==> config.mk <==
export PLATFORM = sky130hd
export DESIGN_NAME = recirc_ser_out
export DESIGN_NICKNAME = d
export VERILOG_FILES = /design/src/rtl/recirc_ser_pkg.sv /design/src/rtl/rso_edge_det.sv /design/src/rtl/rso_word_load.sv /design/src/rtl/rso_bit_ptr.sv /design/src/rtl/recirc_ser_out.sv
export SDC_FILE = /design/constraint.sdc
export NUM_CORES = 1
export LEC_CHECK = 0
export ABC_AREA = 1
export BUFFER_PORTS_ARGS = -buffer_cell sky130_fd_sc_hd__clkbuf_2
export CAP_MARGIN = 20
export CORE_MARGIN = 4
export CORE_UTILIZATION = 57
export CTS_CLUSTER_DIAMETER = 120
export CTS_CLUSTER_SIZE = 25
export DETAILED_ROUTE_END_ITERATION = 7
export HOLD_SLACK_MARGIN = 0.02
export PLACE_DENSITY_LB_ADDON = 0.2
export SYNTH_ARGS = -nofsm -noshare
export SYNTH_HDL_FRONTEND = slang
export SYNTH_HIERARCHICAL = 1
export SYNTH_SLANG_ARGS = --single-unit
==> constraint.sdc <==
create_clock -name clk -period 7.1 [get_ports clk]
set_input_delay 2.13 -clock clk [delete_from_list [all_inputs] [get_ports clk]]
set_output_delay 2.13 -clock clk [all_outputs]
set_load 0.02 [all_outputs]
==> src/rtl/recirc_ser_pkg.sv <==
package recirc_ser_pkg;

   typedef enum logic {
      SRC_PCM = 1'b0,
      SRC_ADP = 1'b1
   } src_e;

   localparam logic [1:0] RATE_FULL = 2'b00;

   function automatic int unsigned word_len(input src_e s, input logic full,
                                            input int unsigned pw,
                                            input int unsigned aw,
                                            input int unsigned sw);
      if (s == SRC_PCM) return pw;
      else if (full)    return aw;
      else              return sw;
   endfunction

endpackage

==> src/rtl/rso_edge_det.sv <==
module rso_edge_det #(
   parameter int unsigned SYNC_STG = 2,
   parameter logic        RST_LVL  = 1'b0
) (
   input  logic clk,
   input  logic rst_n,
   input  logic lvl_i,
   output logic lvl_o,
   output logic prev_o
);

   generate
      if (SYNC_STG == 0) begin : g_direct
         assign lvl_o = lvl_i;
      end else begin : g_sync
         logic [SYNC_STG-1:0] sh_q;
         always_ff @(posedge clk or negedge rst_n) begin
            if (!rst_n) begin
               sh_q <= {SYNC_STG{RST_LVL}};
            end else begin
               sh_q[0] <= lvl_i;
               for (int i = 1; i < SYNC_STG; i++) sh_q[i] <= sh_q[i-1];
            end
         end
         assign lvl_o = sh_q[SYNC_STG-1];
      end
   endgenerate

   always_ff @(posedge clk or negedge rst_n) begin
      if (!rst_n) prev_o <= RST_LVL;
      else        prev_o <= lvl_o;
   end

endmodule

==> src/rtl/rso_word_load.sv <==
module rso_word_load
   import recirc_ser_pkg::*;
#(
   parameter int unsigned PCM_W       = 8,
   parameter int unsigned ADP_W       = 5,
   parameter int unsigned ADP_SHORT_W = 4,
   parameter int unsigned BUF_W       = 8,
   parameter int unsigned CNT_W       = 3
) (
   input  logic             clk,
   input  logic             rst_n,
   input  logic             load_i,
   input  logic             sel_i,
   input  logic [1:0]       rate_i,
   input  logic [PCM_W-1:0] pcm_i,
   input  logic [ADP_W-1:0] adp_i,
   output logic [BUF_W-1:0] buf_o,
   output logic [CNT_W-1:0] last_o,
   output src_e             src_o
);

   src_e             nxt_src;
   logic             nxt_full;
   logic [BUF_W-1:0] nxt_buf;
   logic [CNT_W-1:0] nxt_last;

   always_comb begin
      nxt_src  = src_e'(sel_i);
      nxt_full = (rate_i == RATE_FULL);
      nxt_last = CNT_W'(word_len(nxt_src, nxt_full, PCM_W, ADP_W, ADP_SHORT_W) - 1);
      if (nxt_src == SRC_PCM)  nxt_buf = BUF_W'(pcm_i);
      else if (nxt_full)       nxt_buf = BUF_W'(adp_i);
      else                     nxt_buf = BUF_W'(adp_i[ADP_SHORT_W-1:0]);
   end

   always_ff @(posedge clk or negedge rst_n) begin
      if (!rst_n) begin
         buf_o  <= '0;
         last_o <= CNT_W'(PCM_W - 1);
         src_o  <= SRC_PCM;
      end else if (load_i) begin
         buf_o  <= nxt_buf;
         last_o <= nxt_last;
         src_o  <= nxt_src;
      end
   end

endmodule

==> src/rtl/rso_bit_ptr.sv <==
module rso_bit_ptr #(
   parameter int unsigned CNT_W = 3
) (
   input  logic             clk,
   input  logic             rst_n,
   input  logic             restart_i,
   input  logic             step_i,
   input  logic [CNT_W-1:0] last_i,
   output logic [CNT_W-1:0] idx_o
);

   always_ff @(posedge clk or negedge rst_n) begin
      if (!rst_n)            idx_o <= '0;
      else if (restart_i)    idx_o <= '0;
      else if (step_i) begin
         if (idx_o == last_i) idx_o <= '0;
         else                 idx_o <= idx_o + 1'b1;
      end
   end

endmodule

==> src/rtl/recirc_ser_out.sv <==
module recirc_ser_out
   import recirc_ser_pkg::*;
#(
   parameter int unsigned PCM_W       = 8,
   parameter int unsigned ADP_W       = 5,
   parameter int unsigned ADP_SHORT_W = 4,
   parameter int unsigned SYNC_STG    = 2,
   parameter logic        IDLE_LVL    = 1'b0
) (
   input  logic             clk,
   input  logic             rst_n,
   input  logic             frame_i,
   input  logic             src_sel_i,
   input  logic [1:0]       rate_i,
   input  logic [PCM_W-1:0] pcm_word_i,
   input  logic [ADP_W-1:0] adp_word_i,
   input  logic             pcm_bclk_i,
   input  logic             adp_bclk_i,
   output logic             ser_o,
   output logic             oe_o
);

   localparam int unsigned BUF_W = (PCM_W > ADP_W) ? PCM_W : ADP_W;
   localparam int unsigned CNT_W = (BUF_W > 2) ? $clog2(BUF_W) : 1;

   generate
      if (PCM_W < 2) begin : g_bad_pcm
         $error("PCM_W must be at least 2");
      end
      if (ADP_SHORT_W < 2 || ADP_SHORT_W >= ADP_W) begin : g_bad_adp
         $error("ADP_SHORT_W must be at least 2 and below ADP_W");
      end
      if (SYNC_STG > 4) begin : g_bad_sync
         $error("SYNC_STG must not exceed 4");
      end
   endgenerate

   logic fr_lvl, fr_prev, pck_lvl, pck_prev, ack_lvl, ack_prev;

   rso_edge_det #(.SYNC_STG(SYNC_STG), .RST_LVL(1'b0)) u_fr (
      .clk(clk), .rst_n(rst_n), .lvl_i(frame_i), .lvl_o(fr_lvl), .prev_o(fr_prev));
   rso_edge_det #(.SYNC_STG(SYNC_STG), .RST_LVL(1'b1)) u_pck (
      .clk(clk), .rst_n(rst_n), .lvl_i(pcm_bclk_i), .lvl_o(pck_lvl), .prev_o(pck_prev));
   rso_edge_det #(.SYNC_STG(SYNC_STG), .RST_LVL(1'b1)) u_ack (
      .clk(clk), .rst_n(rst_n), .lvl_i(adp_bclk_i), .lvl_o(ack_lvl), .prev_o(ack_prev));

   logic fr_rise, fr_fall, pck_rise, ack_rise, win_q, step;
   assign fr_rise  = fr_lvl & ~fr_prev;
   assign fr_fall  = ~fr_lvl & fr_prev;
   assign pck_rise = pck_lvl & ~pck_prev;
   assign ack_rise = ack_lvl & ~ack_prev;
   assign win_q    = fr_prev;

   logic [BUF_W-1:0] buf_q;
   logic [CNT_W-1:0] last_q, idx_q, pos;
   src_e             src_q;

   rso_word_load #(
      .PCM_W(PCM_W), .ADP_W(ADP_W), .ADP_SHORT_W(ADP_SHORT_W),
      .BUF_W(BUF_W), .CNT_W(CNT_W)
   ) u_load (
      .clk(clk), .rst_n(rst_n), .load_i(fr_fall), .sel_i(src_sel_i),
      .rate_i(rate_i), .pcm_i(pcm_word_i), .adp_i(adp_word_i),
      .buf_o(buf_q), .last_o(last_q), .src_o(src_q));

   assign step = win_q & fr_lvl & ((src_q == SRC_PCM) ? pck_rise : ack_rise);

   rso_bit_ptr #(.CNT_W(CNT_W)) u_ptr (
      .clk(clk), .rst_n(rst_n), .restart_i(fr_rise), .step_i(step),
      .last_i(last_q), .idx_o(idx_q));

   assign pos   = last_q - idx_q;
   assign ser_o = win_q ? buf_q[pos] : IDLE_LVL;
   assign oe_o  = win_q;

   // a closed window shows the idle level on the next cycle
   a_r2_idle_when_closed: assert property (@(posedge clk) disable iff (!rst_n)
      !fr_lvl |=> (ser_o == IDLE_LVL));
   // the captured type follows the select input at the load edge
   a_r3_capture_type: assert property (@(posedge clk) disable iff (!rst_n)
      fr_fall |=> (src_q == src_e'($past(src_sel_i))));
   // opening the window points at the MSB
   a_r4_msb_on_open: assert property (@(posedge clk) disable iff (!rst_n)
      fr_rise |=> (idx_q == '0));
   // pointer never passes the word length while the window is open
   a_r5_idx_in_range: assert property (@(posedge clk) disable iff (!rst_n)
      win_q |-> (idx_q <= last_q));
   // a step below the last bit advances by one
   a_r5_advance: assert property (@(posedge clk) disable iff (!rst_n)
      (step && idx_q != last_q) |=> (idx_q == CNT_W'($past(idx_q) + 1'b1)));
   // a step at the last bit wraps back to the MSB
   a_r6_wrap_to_msb: assert property (@(posedge clk) disable iff (!rst_n)
      (step && idx_q == last_q) |=> (idx_q == '0));
   // without a selected rising edge the pointer holds
   a_r9_hold: assert property (@(posedge clk) disable iff (!rst_n)
      (win_q && !step) |=> $stable(idx_q));

endmodule

# Word-level counts from Yosys, hierarchy flattened
# Cells that the tools add are included.
word_totals:
  ram_bits: 0
  inputBits: 21
  word_cells: 38
  rom_bits: 0
  latch_bits: 0
  mem_count: 0
  ff_bits: 24
op_classes:
  n_eq_ne: 1
  n_mux: 11
  order_cmp: 1
  add_sub_neg: 3
  n_mul: 0
  n_bitwise: 10
  n_shift: 0
  n_reduce_logical: 2
  div_mod_pow: 0
op_table:
  columns: ["cell", "n"]
  rows:
  - ["3-bit two-way mux", 4]
  - ["8-bit two-way mux", 1]
  - ["1-bit bitwise AND", 6]
  - ["5-bit two-way mux", 1]
  - ["3-bit by 4-bit less-than comparator with 1-bit output, second input constant", 1]
  - ["1-bit two-way mux", 4]
  - ["1-bit NOT", 4]
  - ["3-bit by 1-bit adder with 3-bit output, second input constant", 1]
  - ["1-bit binary-select mux with 3-bit select", 1]
  - ["3-bit == test", 1]
  - ["3-bit by 1-bit subtractor with 3-bit output, second input constant", 1]
  - ["3-bit subtractor", 1]
  - ["2-bit zero test", 1]
  - ["2-bit nonzero test", 1]

# Longest topological paths before layout
# Gate-level depths: netlist (run 1).
depth:
  depth_word: 6
  mapped_depth: 12
  ltp_nobuf: 12

# By module
# The synthesis (run 1) kept the hierarchy.
by_module_without_submodules:
  columns: ["mod", "cells_each", "seq_area_each_um2", "n_inst", "area_each_um2"]
  rows:
  - ["rso_word_load", 56, 277.8, 1, 466.7]
  - ["recirc_ser_out", 48, 0.0, 1, 224.0]
  - ["rso_bit_ptr", 29, 75.1, 1, 211.5]
  - ["rso_edge_det at u_ack ...", 3, 78.8, 2, 78.8]
  - ["rso_edge_det at u_fr", 3, 75.1, 1, 75.1]

# Least setup slack after synthesis (run 1)
# Ideal clock, no wire load.
synth_path:
  kind: "reg2out"
  start: "register u_load.last_o[1]"
  end: "output ser_o"
  stages_incl_launch_ff: 10
  required_time_ns: 4.970
  t_arrival_ns: 1.778
  setup_slack_ns: 3.192
  path_buffers: 0
  cell_sequence: "dfstp_2 -> inv_1 -> ha_1 -> inv_1 -> fa_1 -> nand2_1 -> nor2_1 -> nor2_2 -> nor2_1 -> nor2_1"
synth_between:
  elab_chain_len: 4
synth_lines:
  columns: ["item", "line_no", "text"]
  rows:
  - ["from (decl)", "rso_word_load.sv:18", "output logic [CNT_W-1:0] last_o,"]
  - ["from (signal assigned)", "rso_word_load.sv:39", "last_o <= CNT_W'(PCM_W - 1);"]
  - ["from (signal assigned)", "rso_word_load.sv:43", "last_o <= nxt_last;"]
  - ["3-bit subtractor", "recirc_ser_out.sv:72", "assign pos = last_q - idx_q;"]
  - ["1-bit binary-select mux with 3-bit select", "recirc_ser_out.sv:73", "assign ser_o = win_q ? buf_q[pos] : IDLE_LVL;"]
  - ["1-bit two-way mux (implied by the code)", "recirc_ser_out.sv:73", null]
  - ["1-bit two-way mux", "recirc_ser_out.sv:73", null]
  - ["to (decl)", "recirc_ser_out.sv:19", "output logic ser_o,"]
# Every way passes these cells. The select of a mux whose other input is x is not followed.

# Final worst setup path (run 1)
# Same ends and word-level chain as after synthesis.

==> results of run 1 <==
==> report_power, final <==
part	total [mW]	switching [mW]	internal, mW	leakage [nW]
logic	0.0580	0.0341	0.0240	0.447
clock network	0.0597	0.0382	0.0214	0.0139
registers	0.156	0.00998	0.146	0.274
total	0.273	0.0823	0.191	0.735
==> flip-flops by register name, indices dropped and copies added (netlist names) <==
register / cells
u_load/buf_o: 8
u_ptr/idx_o: 3
u_ack/g_sync.sh_q: 2
u_fr/g_sync.sh_q: 2
u_load/last_o: 2
u_pck/g_sync.sh_q: 2
u_ack/prev_o: 1
u_fr/prev_o: 1
u_load/src_o: 1
u_pck/prev_o: 1
==> cell usage after synthesis <==
cell type	instances
buf_4	1
nor2_2	1
nand4_1	2
nor2_1	13
or2_4	1
xor2_1	1
inv_2	2
nand2_2	1
a211oi_1	1
nor2_4	1
fa_1	1
nand2_4	1
nand3_1	9
xnor2_1	1
dfrtp_1	15
a21oi_1	3
dfstp_2	8
nand3_2	1
inv_1	22
ha_1	2
nand2_1	55
==> layer usage <==
metal / routed length (um) / track usage [%] / vias up
met1: 891 / 21.6 / 419
met5: 0 / 0 / -
li1: - / - / 475
met4: 0 / 4.26 / 0
met3: 107 / 3.70 / 0
met2: 991 / 31.6 / 23
==> layout make-up <==
| cell class | instances | area [um^2] | area share (%) |
|---|---|---|---|
| inverters | 24 | 90.1 | 6.94 |
| clock buffers | 3 | 22.5 | 1.73 |
| well taps | 25 | 31.3 | 2.41 |
| multi-input cells | 94 | 452 | 34.8 |
| repair buffers | 22 | 110 | 8.48 |
| clock inverters | 1 | 7.51 | 0.578 |
| flip-flops and latches | 23 | 586 | 45.1 |
==> cell families after synthesis <==
kind of cell / after synthesis / share of synthesized area [%]
buf+inv: 25 / 8.60
xor+xnor: 2 / 1.54
simple gates: 85 / 32.3
compound gates: 4 / 1.98
fa+ha+maj: 3 / 3.97
flops: 23 / 51.6
==> per-stage QoR <==
stage / std cells / utilization, %
after floorplan: 142 / -
after global placement: 188 / 70.4
after detailed placement: 188 / 70.4
after CTS: 192 / 72.1
after global routing: 192 / 72.1
final: 192 / 72.1
==> critical path, stage by stage, from the launching register on <==
cell and delay (ps):
dfstp_2 620, inv_1 60, ha_1 190, inv_1 60, fa_1 440, inv_1 90, nand2_1 60, nor2_1 110
nor2_2 40, nor2_1 80, nor2_1 50, clkbuf_2 140
==> placed cells by master (no fill, tap or decap), drive strengths merged, types with 2 or more instances in the layout <==
master,n
dfstp,8
nor2,15
nand2,57
inv,24
dfrtp,15
nand3,10
nand4,2
ha,2
clkbuf,25
a21oi,3
==> final timing paths <==
path / from / depth (start not counted) / endpoint / slack, ps
setup / recovery: u_load/last_o[1]$_DFFE_PN1P_ / 11 / ser_o / 2720
hold / removal: u_pck/g_sync.sh_q[0]$_DFF_PN1_ / 0 / u_pck/g_sync.sh_q[1]$_DFF_PN1_ / 370
setup reg to reg: u_ack/g_sync.sh_q[1]$_DFF_PN1_ / 6 / u_ptr/idx_o[2]$_DFFE_PN0P_ / 5550
hold reg to reg: u_pck/g_sync.sh_q[0]$_DFF_PN1_ / 0 / u_pck/g_sync.sh_q[1]$_DFF_PN1_ / 370
max in group asynchronous: rst_n / 1 / u_load/last_o[1]$_DFFE_PN1P_ / 4950
min in group asynchronous: rst_n / 1 / u_ptr/idx_o[2]$_DFFE_PN0P_ / 1770
==> impl_metrics.env, run 1 <==
export IMPL_ctsResizeCount=0
export IMPL_ant_nets=0
export IMPL_cts_tree="done"
export IMPL_arrival_ps=2250
export IMPL_tightest_slew_ps=540
export IMPL_fill_cells=154
export IMPL_die_w_um=52.6
export IMPL_clk_pin_slew_ps=130
export IMPL_routedWlPerCell_um=10.4
export IMPL_cts_max_level=1
export IMPL_diodes=0
export IMPL_synth_area_leaders="dfrtp_1 (33%), dfstp_2 (19%), nand2_1 (18%)"
export IMPL_min_period_ps=4380
export IMPL_portBuffers=22
export IMPL_synth_cell_types=21
export IMPL_initial_core_util_pct=63.0
export IMPL_yosysSeqAreaShare_pct=51.6
export IMPL_gp_congestion=0.821
export IMPL_dieArea_mm2=0.00277
export IMPL_avgSynthCellArea_um2=7.99
export IMPL_fin_skew_ps=6.59
export IMPL_syn_instance_count=142
export IMPL_hold_buffers=0
export IMPL_wl_um=1990
export IMPL_clock_path_buffers=2
export IMPL_path_max_fanout=6
export IMPL_hold_viol_final=0
export IMPL_p_leak_nw=0.735
export IMPL_hp_class="reg2reg"
export IMPL_grt_pass1_wl_um=3680
export IMPL_drc=0
export IMPL_grt_max_degree=24
export IMPL_dr_pass1_iters=4
export IMPL_dr_total_vias=917
export IMPL_cts_sinks=23
export IMPL_critical_path_class="reg2out"
export IMPL_area_growth_pct=14.4
export IMPL_post_cts_buffers=0
export IMPL_design_area_mm2=0.00130
export IMPL_nets=192
export IMPL_fmax_mhz=229
export IMPL_grt_pass1_vias=954
export IMPL_synth_top_area_cell="dfrtp_1"
export IMPL_setup_tns_ps=0
export IMPL_fin_ws_ps=2720
export IMPL_max_slew_margin_pct=64.0
export IMPL_finalCritPeriodShare_pct=61.6
export IMPL_totalPowerFinal_uw=273
export IMPL_maxCapViolCount=0
export IMPL_grt_setup_unrepaired="false"
export IMPL_core_area_mm2=0.00180
export IMPL_track_usage_pct=17.7
export IMPL_dpl_worst_slack_ps=3060
export IMPL_netlist_area_leader_share_pct=33.1
export IMPL_vias_per_cell=4.78
export IMPL_drt_iter0_markers=15
export IMPL_drive_gt1_share_pct=25.1
export IMPL_synth_seq_cells=23
export IMPL_hpwl_um=1630
export IMPL_setup_viol=0
export IMPL_grt_overflow=0
export IMPL_syn_cell_area_mm2=0.00113
export IMPL_worstSetupStartpointType="register"
export IMPL_cts_made_buffers=3
export IMPL_slew_viol_final=0
export IMPL_ios=23
export IMPL_peakVddDrop_mv=0.174
export IMPL_rows=15
export IMPL_powerDensity_mw_per_mm2=210
export IMPL_fp_dieH_um=52.6
export IMPL_placedInstanceArea_mm2=0.00127
export IMPL_root_buffer="clkbuf_4"
export IMPL_timing_hold_ws_ps=366
export IMPL_outcome="finished clean"
export IMPL_cp_required_ps=4970
export IMPL_synth_nets=166
export IMPL_cp_end_kind="output port"
export IMPL_synth_warning_count=6
export IMPL_clk_latency_ps=310
export IMPL_antenna_found_initial=0
No activity file was read; power rests on OpenSTA's default activity.
==> inputs of run 2 (changes only) <==
--- a/config.mk
+++ b/config.mk
@@ -9,7 +9,7 @@
 export BUFFER_PORTS_ARGS = -buffer_cell sky130_fd_sc_hd__clkbuf_2
 export CAP_MARGIN = 20
 export CORE_MARGIN = 4
-export CORE_UTILIZATION = 57
+export CORE_UTILIZATION = 53
 export CTS_CLUSTER_DIAMETER = 120
 export CTS_CLUSTER_SIZE = 25
 export DETAILED_ROUTE_END_ITERATION = 7
==> constraint.sdc (replaced) <==
create_clock -name clk -period 4.1 [get_ports clk]
set_input_delay 1.23 -clock clk [delete_from_list [all_inputs] [get_ports clk]]
set_output_delay 1.23 -clock clk [all_outputs]
set_load 0.02 [all_outputs]
==> run 2 against run 1 <==
- routed wire length up 0.55%
- register-to-register slack worse by 3000 ps
- sequential cell count unchanged
- worst setup slack worse by 2100 ps
- utilization down 7.1 points
- highest routed layer is now met4
==> impl_metrics.env, run 2 (same netlist as run 1, synthesis figures left out) <==
export IMPL_post_cts_buffers=0
export IMPL_wl_um=2000
export IMPL_totalPowerFinal_uw=473
export IMPL_hold_viol_final=0
export IMPL_gp_congestion=0.781
export IMPL_design_area_mm2=0.00130
export IMPL_critical_path_class="reg2out"
export IMPL_area_growth_pct=14.7
export IMPL_critPathMaxStageDelay_ps=620
export IMPL_dr_total_vias=915
export IMPL_dieArea_mm2=0.00295
export IMPL_crit_chain="inv_1 > ha_1 > inv_1 > fa_1 > inv_1 > nand2_1 > nor2_1 > nor2_2 > nor2_1 > nor2_1 > clkbuf_2"
export IMPL_combPwrFrac_pct=21.2
export IMPL_ctsResizeCount=0
export IMPL_setup_tns_ps=0
export IMPL_p_leak_nw=0.735
export IMPL_worstSetupStartpointType="register"
export IMPL_setup_viol=0
export IMPL_cp_required_ps=2870
export IMPL_instances_no_fill=194
export IMPL_sw_frac_of_total_pct=30.1
export IMPL_p_sw_uw=142
export IMPL_drt_iter0_markers=7
export IMPL_track_usage_pct=16.0
export IMPL_drive_gt1_share_pct=25.1
export IMPL_fmax_mhz=287
export IMPL_r2r_worst_path_cells=6
export IMPL_p_int_uw=331
export IMPL_die_w_um=54.3
export IMPL_root_buffer="clkbuf_4"
export IMPL_routedWlPerCell_um=10.3
export IMPL_mostFrequentLayoutCell="nand2_1"
export IMPL_initial_core_util_pct=56.7
export IMPL_rows=16
export IMPL_fin_ws_ps=611
export IMPL_clock_path_buffers=2
export IMPL_antenna_found_initial=0
export IMPL_grt_setup_unrepaired="false"
export IMPL_nets=192
export IMPL_startpoint="u_load/last_o[1]$_DFFE_PN1P_"
export IMPL_grt_pass1_wl_um=3400
export IMPL_fp_dieH_um=54.3
export IMPL_largest_register="u_load/buf_o"
export IMPL_cp_end_kind="output port"
export IMPL_max_slew_margin_pct=63.5
export IMPL_path_max_fanout=6
export IMPL_hpwl_um=1600
export IMPL_slew_viol_final=0
export IMPL_final_cell_mix="nand2_1 (55), inv_1 (22), clkbuf_2 (22)"
export IMPL_dr_pass1_iters=4
export IMPL_outcome="finished clean"
export IMPL_diodes=0
export IMPL_tightest_slew_ps=548
export IMPL_clk_pin_slew_ps=130
export IMPL_crit_end="ser_o"
export IMPL_dpl_worst_slack_ps=958
export IMPL_vias_per_cell=4.72
export IMPL_core_area_mm2=0.00200
export IMPL_ant_nets=0
export IMPL_portBuffers=22
export IMPL_reg2reg_to="u_ptr/idx_o[2]$_DFFE_PN0P_"
export IMPL_seq_power_share_pct=56.9
export IMPL_fin_skew_ps=5.29
export IMPL_powerDensity_mw_per_mm2=363
export IMPL_p_clk_share_pct=21.9
export IMPL_hp_class="reg2reg"
export IMPL_largestRegisters="u_load/buf_o: 8 flops, u_ptr/idx_o: 3 flops"
export IMPL_grt_overflow=0
export IMPL_cts_sinks=23
export IMPL_dp_cells=190
export IMPL_placedInstanceArea_mm2=0.00127
export IMPL_cts_made_buffers=3
export IMPL_worstReg2RegStart="u_ack/g_sync.sh_q[1]$_DFF_PN1_"
export IMPL_hold_buffers=0
export IMPL_worst_path_max_delay_cell="dfstp_2"
export IMPL_grt_pass1_vias=849
export IMPL_clk_latency_ps=300
export IMPL_ios=23
export IMPL_regToRegSetupSlack_ps=2560
export IMPL_min_period_ps=3490
export IMPL_finalCritPeriodShare_pct=85.1
export IMPL_drc=0
export IMPL_cts_tree="done"
export IMPL_maxCapViolCount=0
export IMPL_grt_max_degree=24
export IMPL_peakVddDrop_mv=0.294
export IMPL_largest_reg_flops=8
export IMPL_arrival_ps=2260
export IMPL_cts_max_level=1
## run 2: cell counts in the layout (fill, tap and decap cells not counted)
No cell type changed its count.
## run 2: critical path, delay by kind of cell (launching register included)
family	cells	cell delay (ps)
adders and majority gates	2	630
and+or+nand+nor	5	350
DFF	1	620
buffers and inverters	4	360
## run 2: power groups by stage
| stage | registers [mW] | clock network (mW) | logic [mW] |
|---|---|---|---|
| 2_1_floorplan | 0.269 | 0 | 0.0739 |
| 3_3_place_gp | 0.272 | 0 | 0.0973 |
| 3_5_place_dp | 0.273 | 0 | 0.102 |
| 4_1_cts | 0.269 | 0.112 | 0.102 |
| 5_1_grt | 0.273 | 0.119 | 0.114 |
| 6_report | 0.269 | 0.103 | 0.100 |
## run 2: layout make-up
class,count,area [um^2]
multi-input combinational,94,452
timing repair buffer,22,110
inverter,24,90.1
clock inverter,1,7.51
clock buffer,3,22.5
tap,27,33.8
fill,190,701
sequential,23,586
## run 2: routing by layer
metal  vias up  global-route usage, %  wire [um]
met5         -                      0          0
met4         0                   4.98         20
met3         2                   3.54         80
met2        16                   27.1        980
met1       423                   20.5        919
li1        474                      -          -
## run 2: worst min path at each step
stage	startpoint	end	slack, ps	cells after the start
3_3_place_gp	u_fr/g_sync.sh_q[0]$_DFF_PN0_	u_fr/g_sync.sh_q[1]$_DFF_PN0_	330	0
2_1_floorplan	u_fr/g_sync.sh_q[0]$_DFF_PN0_	u_fr/g_sync.sh_q[1]$_DFF_PN0_	330	0
4_1_cts	u_ack/g_sync.sh_q[0]$_DFF_PN1_	u_ack/g_sync.sh_q[1]$_DFF_PN1_	370	0
3_5_place_dp	u_ack/g_sync.sh_q[0]$_DFF_PN1_	u_ack/g_sync.sh_q[1]$_DFF_PN1_	350	0
6_report	u_ack/g_sync.sh_q[0]$_DFF_PN1_	u_ack/g_sync.sh_q[1]$_DFF_PN1_	370	0
5_1_grt	u_pck/g_sync.sh_q[0]$_DFF_PN1_	u_pck/g_sync.sh_q[1]$_DFF_PN1_	370	0
## run 2: metrics by stage
stage	util (%)	hold WS [ps]
floorplan	-	331
global placement	63.5	333
detailed placement	63.5	348
CTS	65.0	367
global route	65.0	370
finish	65.0	365
==> inputs of run 3 (changes only) <==
--- a/config.mk
+++ b/config.mk
@@ -5,11 +5,10 @@
 export SDC_FILE = /design/constraint.sdc
 export NUM_CORES = 1
 export LEC_CHECK = 0
-export ABC_AREA = 1
 export BUFFER_PORTS_ARGS = -buffer_cell sky130_fd_sc_hd__clkbuf_2
 export CAP_MARGIN = 20
 export CORE_MARGIN = 4
-export CORE_UTILIZATION = 53
+export CORE_UTILIZATION = 52
 export CTS_CLUSTER_DIAMETER = 120
 export CTS_CLUSTER_SIZE = 25
 export DETAILED_ROUTE_END_ITERATION = 7
==> run 3 against run 2 <==
- routed wire length shrank 9.2%
- clock power shrank 4%
- synthesized cell count shrank 36%
- combinational power shrank 26%
- die area grew 0.48%
- critical endpoint unchanged
- largest cell class unchanged
==> impl_metrics.env, run 3 <==
export IMPL_outcome="finished clean"
export IMPL_startpoint="u_load/last_o[1]$_DFFE_PN1P_"
export IMPL_cts_made_buffers=3
export IMPL_hold_buffers=0
export IMPL_hpwl_um=1450
export IMPL_root_buffer="clkbuf_4"
export IMPL_synth_edf_count=0
export IMPL_synth_area_leaders="dfrtp_1 (34%), dfstp_2 (19%), mux4_1 (4.7%)"
export IMPL_max_slew_margin_pct=64.5
export IMPL_dieArea_mm2=0.00296
export IMPL_reg2reg_to="u_ptr/idx_o[2]$_DFFE_PN0P_"
export IMPL_ant_nets=0
export IMPL_largest_register="u_load/buf_o"
export IMPL_yosysSeqAreaShare_pct=52.3
export IMPL_fin_skew_ps=4.93
export IMPL_cp_required_ps=2870
export IMPL_p_leak_nw=0.590
export IMPL_regToRegSetupSlack_ps=2640
export IMPL_drive_gt1_share_pct=35.1
export IMPL_gp_congestion=0.768
export IMPL_wl_um=1820
export IMPL_cp_end_kind="output port"
export IMPL_hp_start="u_ack/g_sync.sh_q[0]$_DFF_PN1_"
export IMPL_syn_instance_count=91
export IMPL_seq_power_share_pct=60.5
export IMPL_peakVddDrop_mv=0.198
export IMPL_min_to="u_ack/g_sync.sh_q[1]$_DFF_PN1_"
export IMPL_final_util_pct=63.3
export IMPL_finalCritPeriodShare_pct=86.8
export IMPL_initial_core_util_pct=55.9
export IMPL_tightest_slew_ps=532
export IMPL_combPwrFrac_pct=16.8
export IMPL_maxCapViolCount=0
export IMPL_worstReg2RegStart="u_ack/g_sync.sh_q[1]$_DFF_PN1_"
export IMPL_grt_pass1_vias=713
export IMPL_syn_cell_area_mm2=0.00112
export IMPL_p_int_uw=325
export IMPL_drt_iter0_markers=6
export IMPL_synth_seq_cells=23
export IMPL_final_cell_mix="clkbuf_2 (22), dfrtp_1 (15), inv_1 (9), nor2_1 (9), dfstp_2 (8)"
export IMPL_path_max_fanout=5
export IMPL_hold_path_depth=0
export IMPL_post_cts_buffers=0
export IMPL_grt_overflow=0
export IMPL_diodes=0
export IMPL_hold_viol_final=0
export IMPL_synth_top_area_cell="dfrtp_1"
export IMPL_synth_cell_types=28
export IMPL_synth_warning_count=6
export IMPL_mostFrequentLayoutCell="clkbuf_2"
export IMPL_powerDensity_mw_per_mm2=346
export IMPL_fill_cells=162
export IMPL_rows=16
export IMPL_cts_sinks=23
export IMPL_largest_reg_flops=8
export IMPL_clk_pin_slew_ps=120
export IMPL_track_usage_pct=14.9
export IMPL_cts_max_level=1
export IMPL_drc=0
export IMPL_r2r_worst_path_cells=4
export IMPL_yosysMostFrequentCell="dfrtp_1"
export IMPL_min_period_ps=3560
export IMPL_p_clk_share_pct=22.6
export IMPL_clk_latency_ps=300
export IMPL_core_area_mm2=0.00200
export IMPL_clock_path_buffers=2
export IMPL_synth_common_cells="dfrtp_1 (15), inv_1 (9), nor2_1 (9)"
export IMPL_arrival_ps=2330
export IMPL_largestRegisters="u_load/buf_o: 8 flops, u_ptr/idx_o: 3 flops"
export IMPL_synth_async_reset_ratio_pct=100
export IMPL_sw_frac_of_total_pct=26.1
export IMPL_dr_total_vias=729
export IMPL_worstSetupStartpointType="register"
export IMPL_netlist_area_leader_share_pct=33.5
export IMPL_hp_class="reg2reg"
export IMPL_fp_dieH_um=54.4
export IMPL_synth_nets=115
export IMPL_critical_path_class="reg2out"
export IMPL_grt_setup_unrepaired="false"
export IMPL_grt_pass1_wl_um=3090
export IMPL_vias_per_cell=5.17
export IMPL_avgSynthCellArea_um2=12.3
export IMPL_cts_tree="done"
export IMPL_nets=139
export IMPL_ys_flop_type="dfrtp_1"
export IMPL_antenna_found_initial=0
export IMPL_grt_max_degree=24
export IMPL_ios=23
export IMPL_slew_viol_final=0
export IMPL_die_w_um=54.4
export IMPL_routedWlPerCell_um=12.9
export IMPL_setup_viol=0
export IMPL_portBuffers=22
export IMPL_setup_tns_ps=0
export IMPL_fmax_mhz=281
export IMPL_area_growth_pct=13.2
export IMPL_p_sw_uw=114
export IMPL_ctsResizeCount=0
export IMPL_dr_pass1_iters=4
-- run 3: power by group through the flow --
| stage | clock, mW | combinational, mW | sequential [mW] |
|---|---|---|---|
| 4_1_cts | 0.103 | 0.0757 | 0.266 |
| 3_5_place_dp | 0 | 0.0752 | 0.271 |
| 5_1_grt | 0.115 | 0.0848 | 0.269 |
| 6_report | 0.0993 | 0.0740 | 0.266 |
| 3_3_place_gp | 0 | 0.0714 | 0.270 |
| 2_1_floorplan | 0 | 0.0539 | 0.265 |
-- run 3: routing by layer --
layer	wire length, um	global-route usage, %
met1	794	20.6
met2	938	23.9
met3	69	2.45
met4	14	4.98
met5	0	0
-- run 3: worst max-delay path: stages (launching register included) --
cell and delay [ps]:
dfstp_2 640, inv_1 60, ha_1 200, inv_1 70
fa_1 440, mux4_1 250, mux2i_1 150, nor2b_1 60
clkbuf_2 150
-- run 3: final cells by class --
cell class	instances	area (um^2)	share of cell area [%]
clock buffer	3	22.5	1.78
clock inverter	1	5.00	0.395
inverter	9	33.8	2.67
multi-input combinational	55	469	37.0
sequential	23	586	46.2
tap	27	33.8	2.67
timing repair buffer	23	118	9.28
-- run 3: worst max-delay path by stage --
stage	slack [ps]	cells after the start	endpoint
after CTS	500	8	ser_o
after floorplan	1030	7	ser_o
after global routing	380	8	ser_o
after global placement	950	8	ser_o
after detailed placement	850	8	ser_o
final	540	8	ser_o
-- run 3: kinds of logic after synthesis --
| kind of cell | count (synthesis) | synth area share, % |
|---|---|---|
| AO/OA/AOI/OAI | 17 | 9.16 |
| adder cells (fa/ha/maj) | 3 | 4.02 |
| buffers and inverters | 13 | 5.81 |
| multiplexers | 7 | 9.16 |
| AND/OR/NAND/NOR | 24 | 13.2 |
| XOR/XNOR | 4 | 6.37 |
| flip-flops | 23 | 52.3 |
-- run 3: stage by stage --
stage	hold slack [ps]	setup WS (ps)	area (um^2)	power, mW	instances
floorplan	331	1030	1120	0.319	91
global placement	333	955	1240	0.341	137
detailed placement	347	848	1240	0.346	137
CTS	366	500	1270	0.445	141
global route	372	377	1270	0.469	141
finish	364	542	1270	0.439	141
